==> config.mk <==
export PLATFORM = sky130hd
export DESIGN_NAME = sflag_bank
export DESIGN_NICKNAME = d
export VERILOG_FILES = /design/src/rtl/sflag_pkg.sv /design/src/rtl/sflag_decode.sv /design/src/rtl/sflag_cell.sv /design/src/rtl/sflag_rdmux.sv /design/src/rtl/sflag_bank.sv
export SDC_FILE = /design/constraint.sdc
export NUM_CORES = 1
export LEC_CHECK = 0
export ABC_AREA = 0
export BUFFER_PORTS_ARGS = -buffer_cell sky130_fd_sc_hd__buf_2
export CORE_MARGIN = 2
export CORE_UTILIZATION = 42
export CTS_BUF_LIST = sky130_fd_sc_hd__clkbuf_8 sky130_fd_sc_hd__clkbuf_16
export CTS_CLUSTER_SIZE = 30
export DETAILED_ROUTE_END_ITERATION = 7
export PLACE_DENSITY_LB_ADDON = 0.05
export SLEW_MARGIN = 20
export SYNTH_ARGS = -nofsm -noshare
export SYNTH_HDL_FRONTEND = slang
export SYNTH_SLANG_ARGS = --single-unit
==> constraint.sdc <==
create_clock -name clk_i -period 1.47 [get_ports clk_i]
set_clock_uncertainty 0.2 [all_clocks]
set_input_delay 0.2205 -clock clk_i [delete_from_list [all_inputs] [get_ports clk_i]]
set_output_delay 0.2205 -clock clk_i [all_outputs]
set_load 0.02 [all_outputs]
==> src/rtl/sflag_pkg.sv <==
package sflag_pkg;
  typedef enum logic [1:0] {
    CELL_HOLD  = 2'd0,
    CELL_SET   = 2'd1,
    CELL_CLEAR = 2'd2,
    CELL_ARM   = 2'd3
  } cell_act_e;
endpackage

==> src/rtl/sflag_decode.sv <==
module sflag_decode #(
  parameter int unsigned NUM_FLAGS = 4,
  parameter int unsigned ADDR_W    = 3,
  parameter int unsigned STAT_ADDR = 0,
  parameter int unsigned DATA_BASE = 1
) (
  input  logic                 bus_rd_i,
  input  logic                 bus_wr_i,
  input  logic [ADDR_W-1:0]    bus_addr_i,
  output logic                 stat_rd_o,
  output logic [NUM_FLAGS-1:0] step2_o
);
  logic acc;
  assign acc       = bus_rd_i | bus_wr_i;
  assign stat_rd_o = bus_rd_i && (bus_addr_i == ADDR_W'(STAT_ADDR));

  for (genvar k = 0; k < NUM_FLAGS; k++) begin : g_dat
    localparam int unsigned DADDR = DATA_BASE + k;
    assign step2_o[k] = acc && (bus_addr_i == ADDR_W'(DADDR));
  end
endmodule

==> src/rtl/sflag_cell.sv <==
module sflag_cell
  import sflag_pkg::*;
(
  input  logic clk_i,
  input  logic rst_ni,
  input  logic set_i,
  input  logic stat_rd_i,
  input  logic step2_i,
  input  logic clr_ok_i,
  output logic flag_o,
  output logic arm_o
);
  logic      flag_q, arm_q;
  cell_act_e act;

  // set beats clear; arming needs the flag high and clearing allowed
  always_comb begin
    act = CELL_HOLD;
    if (set_i)                             act = CELL_SET;
    else if (arm_q && step2_i && clr_ok_i) act = CELL_CLEAR;
    else if (stat_rd_i && clr_ok_i && flag_q) act = CELL_ARM;
  end

  always_ff @(posedge clk_i or negedge rst_ni) begin
    if (!rst_ni) begin
      flag_q <= 1'b0;
      arm_q  <= 1'b0;
    end else begin
      unique case (act)
        CELL_SET:   begin flag_q <= 1'b1; arm_q <= 1'b0; end
        CELL_CLEAR: begin flag_q <= 1'b0; arm_q <= 1'b0; end
        CELL_ARM:   arm_q <= 1'b1;
        default:    ;
      endcase
    end
  end

  assign flag_o = flag_q;
  assign arm_o  = arm_q;
endmodule

==> src/rtl/sflag_rdmux.sv <==
module sflag_rdmux #(
  parameter int unsigned NUM_FLAGS = 4
) (
  input  logic                 stat_rd_i,
  input  logic [NUM_FLAGS-1:0] flag_i,
  output logic [NUM_FLAGS-1:0] rd_data_o
);
  assign rd_data_o = stat_rd_i ? flag_i : '0;
endmodule

==> src/rtl/sflag_bank.sv <==
module sflag_bank #(
  parameter int unsigned NUM_FLAGS = 4,
  parameter int unsigned ADDR_W    = 3,
  parameter int unsigned STAT_ADDR = 0,
  parameter int unsigned DATA_BASE = 1
) (
  input  logic                 clk_i,
  input  logic                 rst_ni,
  input  logic [NUM_FLAGS-1:0] set_i,
  input  logic                 bus_rd_i,
  input  logic                 bus_wr_i,
  input  logic [ADDR_W-1:0]    bus_addr_i,
  input  logic                 brk_i,
  input  logic                 brk_clr_en_i,
  output logic [NUM_FLAGS-1:0] flag_o,
  output logic [NUM_FLAGS-1:0] rd_data_o
);
  logic                 stat_rd;
  logic                 clr_ok;
  logic [NUM_FLAGS-1:0] step2;
  logic [NUM_FLAGS-1:0] arm_q;

  assign clr_ok = !brk_i || brk_clr_en_i;

  sflag_decode #(
    .NUM_FLAGS(NUM_FLAGS), .ADDR_W(ADDR_W),
    .STAT_ADDR(STAT_ADDR), .DATA_BASE(DATA_BASE)
  ) u_dec (
    .bus_rd_i  (bus_rd_i),
    .bus_wr_i  (bus_wr_i),
    .bus_addr_i(bus_addr_i),
    .stat_rd_o (stat_rd),
    .step2_o   (step2)
  );

  for (genvar k = 0; k < NUM_FLAGS; k++) begin : g_cell
    sflag_cell u_cell (
      .clk_i    (clk_i),
      .rst_ni   (rst_ni),
      .set_i    (set_i[k]),
      .stat_rd_i(stat_rd),
      .step2_i  (step2[k]),
      .clr_ok_i (clr_ok),
      .flag_o   (flag_o[k]),
      .arm_o    (arm_q[k])
    );
  end

  sflag_rdmux #(.NUM_FLAGS(NUM_FLAGS)) u_rd (
    .stat_rd_i(stat_rd),
    .flag_i   (flag_o),
    .rd_data_o(rd_data_o)
  );
endmodule

Word-level counts from Yosys, hierarchy flattened
Index checks and enable logic that the tools add are counted.
{"block": "op_classes", "add_sub_neg": 0, "div_mod_pow": 0, "n_eq_ne": 16, "n_bitwise": 1, "n_lt_le_gt_ge": 0, "n_reduce_logical": 33, "shift": 0, "muxes": 21, "mul": 0}
{"cell": "two-way mux 2 bit", "count": 12}
{"cell": "logical AND 1 bit", "count": 18}
{"cell": "== test 2 bit, second input constant", "count": 8}
{"cell": "case mux 1 bit (2 select lines)", "count": 8}
{"cell": "nonzero test 2 bit", "count": 8}
{"cell": "== test 2 x 1 -> 1 bit, second input constant", "count": 4}
{"cell": "OR reduction 2 bit", "count": 4}
{"cell": "== test 3 x 2 -> 1 bit, second input constant", "count": 2}
{"cell": "two-way mux 4 bit", "count": 1}
{"cell": "== test 3 x 1 -> 1 bit, second input constant", "count": 1}
{"cell": "== test 3 bit, second input constant", "count": 1}
{"cell": "logical NOT 3 bit", "count": 1}
{"cell": "logical NOT 1 bit", "count": 1}
{"cell": "logical OR 1 bit", "count": 1}
{"cell": "OR 1 bit", "count": 1}
{"block": "totals", "out_inout_bits": 8, "n_memories": 0, "ff_bits": 8, "ramBits": 0, "latch_bits": 0, "romBits": 0, "elab_cells": 79, "input_bits": 13}

Logic depth before layout (Yosys ltp)
{"block": "depth", "depth_word": 10, "depth_mapped": 6, "ltp_nobuf": 6}

Modules after synthesis
Synthesis repeated with hierarchy kept, for this count alone.
{"block": "hier_totals", "hier_cells": 67, "area_unflattened_um2": 661.9}
{"module": "sflag_cell", "cells_per_inst": 14, "instances": 4, "seq_area_each_um2": 50.0, "area_per_inst_um2": 143.9}
{"module": "sflag_decode", "cells_per_inst": 6, "instances": 1, "seq_area_each_um2": 0.0, "area_per_inst_um2": 55.1}
{"module": "sflag_rdmux", "cells_per_inst": 4, "instances": 1, "seq_area_each_um2": 0.0, "area_per_inst_um2": 25.0}
{"module": "sflag_bank", "cells_per_inst": 1, "instances": 1, "seq_area_each_um2": 0.0, "area_per_inst_um2": 6.3}

Worst setup path after synthesis
Ideal clock, no wire load.
{"block": "synth_timing", "kind": "input -> register", "startpoint": "input port bus_addr_i[1]", "endpoint": "register g_cell[3].u_cell.arm_q", "setup_ps": 121, "n_path_buf": 0, "t_arrival_ps": 1333, "setup_slack_ps": -184, "stages": 5, "cell_sequence": "nor4b_4 > and3_1 > o21ai_0 > ha_1 > a22o_2"}
{"block": "synth_via", "elab_chain_len": 10, "elab_cells_between_ends": 17, "cone_classes": "eq/ne (4); mux (4); reduce/logical (9)"}
{"element": "start, declared", "line": "sflag_bank.sv:12", "source": "input logic [ADDR_W-1:0] bus_addr_i,"}
{"element": "logical NOT 3 bit", "line": "sflag_decode.sv:15", "source": "assign stat_rd_o = bus_rd_i && (bus_addr_i == ADDR_W'(STAT_ADDR));"}
{"element": "logical AND 1 bit", "line": "sflag_decode.sv:15"}
{"element": "logical AND 1 bit (2 in a row)", "line": "sflag_cell.sv:21", "source": "else if (stat_rd_i && clr_ok_i && flag_q) act = CELL_ARM;"}
{"element": "two-way mux 2 bit", "line": "sflag_cell.sv:21"}
{"element": "two-way mux 2 bit (*)", "line": "sflag_cell.sv:20", "source": "else if (arm_q && step2_i && clr_ok_i) act = CELL_CLEAR;"}
{"element": "two-way mux 2 bit (*)", "line": "sflag_cell.sv:19", "source": "if (set_i) act = CELL_SET;"}
{"element": "== test 2 x 1 -> 1 bit or == test 2 bit (tied branches)", "line": "sflag_cell.sv:29", "source": "unique case (act)"}
{"element": "OR reduction 2 bit (no line)"}
{"element": "case mux 1 bit (2 select lines) or nonzero test 2 bit (tied branches)"}
{"element": "end signal, assigned", "line": "sflag_cell.sv:30", "source": "CELL_SET: begin flag_q <= 1'b1; arm_q <= 1'b0; end"}
{"element": "end signal, assigned", "line": "sflag_cell.sv:31", "source": "CELL_CLEAR: begin flag_q <= 1'b0; arm_q <= 1'b0; end"}
{"element": "end signal, assigned", "line": "sflag_cell.sv:32", "source": "CELL_ARM: arm_q <= 1'b1;"}
{"element": "end, declared", "line": "sflag_cell.sv:13", "source": "logic flag_q, arm_q;"}
Mark *: on every way between the ends. The rest lies on a longest branch, timed or not.
A chain may end at the register's enable or synchronous reset.

Final worst setup path
{"block": "layout_timing", "startpoint": "input port bus_addr_i[1]", "endpoint": "register g_cell[2].u_cell.flag_q"}
{"block": "layout_via", "elab_chain_len": 9, "elab_cells_between_ends": 15, "cone_classes": "eq/ne (3); mux (4); reduce/logical (8)"}
{"element": "logical NOT 3 bit", "line": "sflag_decode.sv:15"}
{"element": "logical AND 1 bit", "line": "sflag_decode.sv:15"}
{"element": "logical AND 1 bit (2 in a row)", "line": "sflag_cell.sv:21"}
{"element": "two-way mux 2 bit", "line": "sflag_cell.sv:21"}
{"element": "two-way mux 2 bit (*)", "line": "sflag_cell.sv:20"}
{"element": "two-way mux 2 bit (*)", "line": "sflag_cell.sv:19"}
{"element": "== test 2 bit or == test 2 x 1 -> 1 bit (tied branches)", "line": "sflag_cell.sv:29"}
{"element": "case mux 1 bit (2 select lines) or nonzero test 2 bit (tied branches)"}
{"element": "end signal, assigned", "line": "sflag_cell.sv:26", "source": "flag_q <= 1'b0;"}
{"element": "end signal, assigned", "line": "sflag_cell.sv:30"}
{"element": "end signal, assigned", "line": "sflag_cell.sv:31"}
{"element": "end, declared", "line": "sflag_cell.sv:13"}
Marks and branches as above.

==> flow_summary.json <==
{
  "status": "finished with violations",
  "violations": "negative setup slack",
  "worstPathBufferInverterCount": 2,
  "ys_ff_latch": 8,
  "slowest_delay_ps": 300,
  "yosysTopAreaCell": "dfrtp_1",
  "setup_ws_ps": -112,
  "grt_pass1_vias": 569,
  "core_region_area_um2": 1300,
  "utilization": 0.781,
  "power.density_nw_per_um2": 621,
  "cts_sinks": 8,
  "globalRouteMet3Util": 0.0870,
  "place_area_um2": 776,
  "clock-root-buffer": "clkbuf_8",
  "portBuffers": 20,
  "num_vias": 629,
  "synth_top_family_by_area": "simple AND/OR/NAND/NOR gates",
  "antenna_found_initial": 0,
  "drt_first_pass_iters": 4,
  "grt_pass1_wl_mm": 2.39,
  "die_w_um": 41.1,
  "hold_path_class": "in -> reg",
  "rows": 13,
  "synth_cell_types": 19,
  "start_kind": "input port",
  "drive_above_1_share": 0.621,
  "use_met1": 0.239,
  "avgSynthCellArea_um2": 9.34,
  "cts-buffers-inserted": 3,
  "gr-total-overflow": 0,
  "ff_latch_area_um2": 200,
  "synth_enable_flop_cells": 0,
  "yosysMostFrequentCell": "dfrtp_1",
  "synthesis.area_um2": 579,
  "area_growth_pct": 75.4,
  "fin_area_um2": 1020,
  "synth_ff_type": "dfrtp_1",
  "diodes": 0,
  "setup_viol": 7,
  "cts_tree": "done",
  "fin_cells": 118,
  "place_inst": 107,
  "synth_seq_area_share": 0.346,
  "slew_viol_final": 0,
  "cts.path.max_buffers": 2,
  "maxCapViolations": 0,
  "fin_total_pwr_uw": 631,
  "fin_crit_ps": 1580,
  "async_reset_ff_frac": 1.00,
  "synth-compound-area-share": 0.114,
  "ant_nets": 0,
  "synthesis.nets": 79,
  "die_area_um2": 1690,
  "crit_arrival_ps": 1500,
  "place_congestion": 0.759,
  "fp.dieH_um": 41.1,
  "n_fill_cell": 86,
  "multi_input_area_um2": 435,
  "via_per_inst": 5.33,
  "endpoint_kind": "flip-flop",
  "synthMuxAreaShare": 0,
  "synth-adder-area-share": 0.0864,
  "synth_commonest_cells": "dfrtp_1, nor2_1, a21oi_1",
  "hold_violations": 0,
  "wl_mm": 1.76,
  "synth_xor_xnor_area_share": 0,
  "synth_warnings": 0,
  "synth_top_area_frac": 0.346,
  "worst_pin_slew_ps": 474,
  "yosys.area_share.simple": 0.395,
  "grt-busiest-layer": "met2",
  "synth_area_leaders": "dfrtp_1, ha_1, and2_2",
  "io_pins": 21,
  "wl_per_cell_um": 14.9,
  "dp_hpwl_mm": 1.15,
  "met2_usage": 0.406,
  "crit_chain": "buf_2 -> nor4b_4 -> buf_4 -> nand4b_1 -> nor2b_1 -> ha_1 -> nor2_1 -> a21oi_1",
  "syn_inst": 62,
  "finalCritPeriodShare": 1.08,
  "drc_errors": 0,
  "cp_top_family": "simple AND/OR/NAND/NOR gates",
  "critPathMaxFanout": 5,
  "h-tree-depth": 1,
  "start_util": 0.445,
  "clk_pin_slew_ps": 40,
  "leakagePower_uw": 0.000436,
  "clock_latency_ps": 230,
  "grt_use_total": 0.235,
  "max_slew_margin": 0.683,
  "drt-initial-drc-count": 10,
  "grt_max_degree": 9,
  "final_nets": 122,
  "grt_setup_unrepaired": "yes",
  "crit_type": "in -> reg",
  "max_freq_mhz": 632,
  "critical_path_required_ps": 1390,
  "cp_slowest_cell": "ha_1",
  "place_ws_ps": -386,
  "ir_worst_vdd_v": 0.000465
}
[layout by cell type (no fill, tap or decap), types with 2 or more instances in the layout]
cell / count
and2_2: 2
clkbuf_8: 3
a21oi_1: 5
nor2_1: 6
nand4bb_1: 3
buf_6: 7
dfrtp_1: 8
nor2b_2: 3
ha_4: 3
nand2_1: 3
and2_4: 3
nand4b_1: 4
buf_2: 14
buf_4: 19
o21ai_1: 3
[worst min-delay path: cells and delay by family]
| kind | cells | cell delay, ps |
|---|---|---|
| compound gates | 1 | 70 |
| buf+inv | 2 | 180 |
[timing repair]
action                                  in CTS  in global routing
gates resized for setup                     21                 15
hold buffers                                 1                  0
endpoints found under the setup margin      12                 12
pin swaps                                    9                  8
setup buffers                                3                  4
endpoints found under the hold margin        8                  0
gates cloned                                 0                  0
[final cells by class]
class | count | share of cell area
timing repair buffer | 42 | 0.312
clock buffer | 3 | 0.0406
tap | 15 | 0.0185
multi-input combinational | 49 | 0.429
inverter | 1 | 0.00369
sequential | 8 | 0.197
[state kept, by name, summed over array words and instances (netlist names)]
register              count
g_cell.u_cell.flag_o      4
g_cell.u_cell.arm_o       4
[layer usage]
metal | vias up | routed length [um]
li1 | 307 | -
met1 | 282 | 721
met2 | 33 | 861
met3 | 7 | 126
met4 | 0 | 49
met5 | - | 0
[cells by family (layout without fill, tap and decap cells)]
group | after synthesis | in the layout
buffers and inverters | 5 | 46
DFF | 8 | 8
and+or+nand+nor | 33 | 33
adders and majority gates | 4 | 4
AOI/OAI and AO/OA | 12 | 12
[power by group]
part | switching (uW) | internal, uW | leakage (uW) | total, uW
registers | 1.35 | 223 | 0.0000906 | 225
clock network | 98.4 | 178 | 0.0000216 | 277
logic | 60.3 | 69.2 | 0.000323 | 130
total | 160 | 471 | 0.000436 | 631
[path summary, 6_finish.rpt]
check | cells after the start | from | to | slack [ps]
setup / recovery | 8 | bus_addr_i[1] | g_cell[2].u_cell.flag_o$_DFFE_PN0P_ | -110
hold / removal | 3 | set_i[3] | g_cell[3].u_cell.flag_o$_DFFE_PN0P_ | 90
setup reg to reg | 6 | g_cell[2].u_cell.arm_o$_DFFE_PN0P_ | g_cell[2].u_cell.flag_o$_DFFE_PN0P_ | -90
hold reg to reg | 2 | g_cell[0].u_cell.arm_o$_DFFE_PN0P_ | g_cell[0].u_cell.arm_o$_DFFE_PN0P_ | 300
max in group asynchronous | 2 | rst_ni | g_cell[2].u_cell.arm_o$_DFFE_PN0P_ | 730
min in group asynchronous | 2 | rst_ni | g_cell[3].u_cell.flag_o$_DFFE_PN0P_ | 160
[metrics by stage]
step / hold WS [ps] / setup TNS, ps
floorplan: -275 / -885
global placement: -122 / -2520
detailed placement: -121 / -2750
CTS: 87.0 / -440
global route: 111 / -1310
finish: 85.7 / -465
Power figures use the tool's default switching activity.
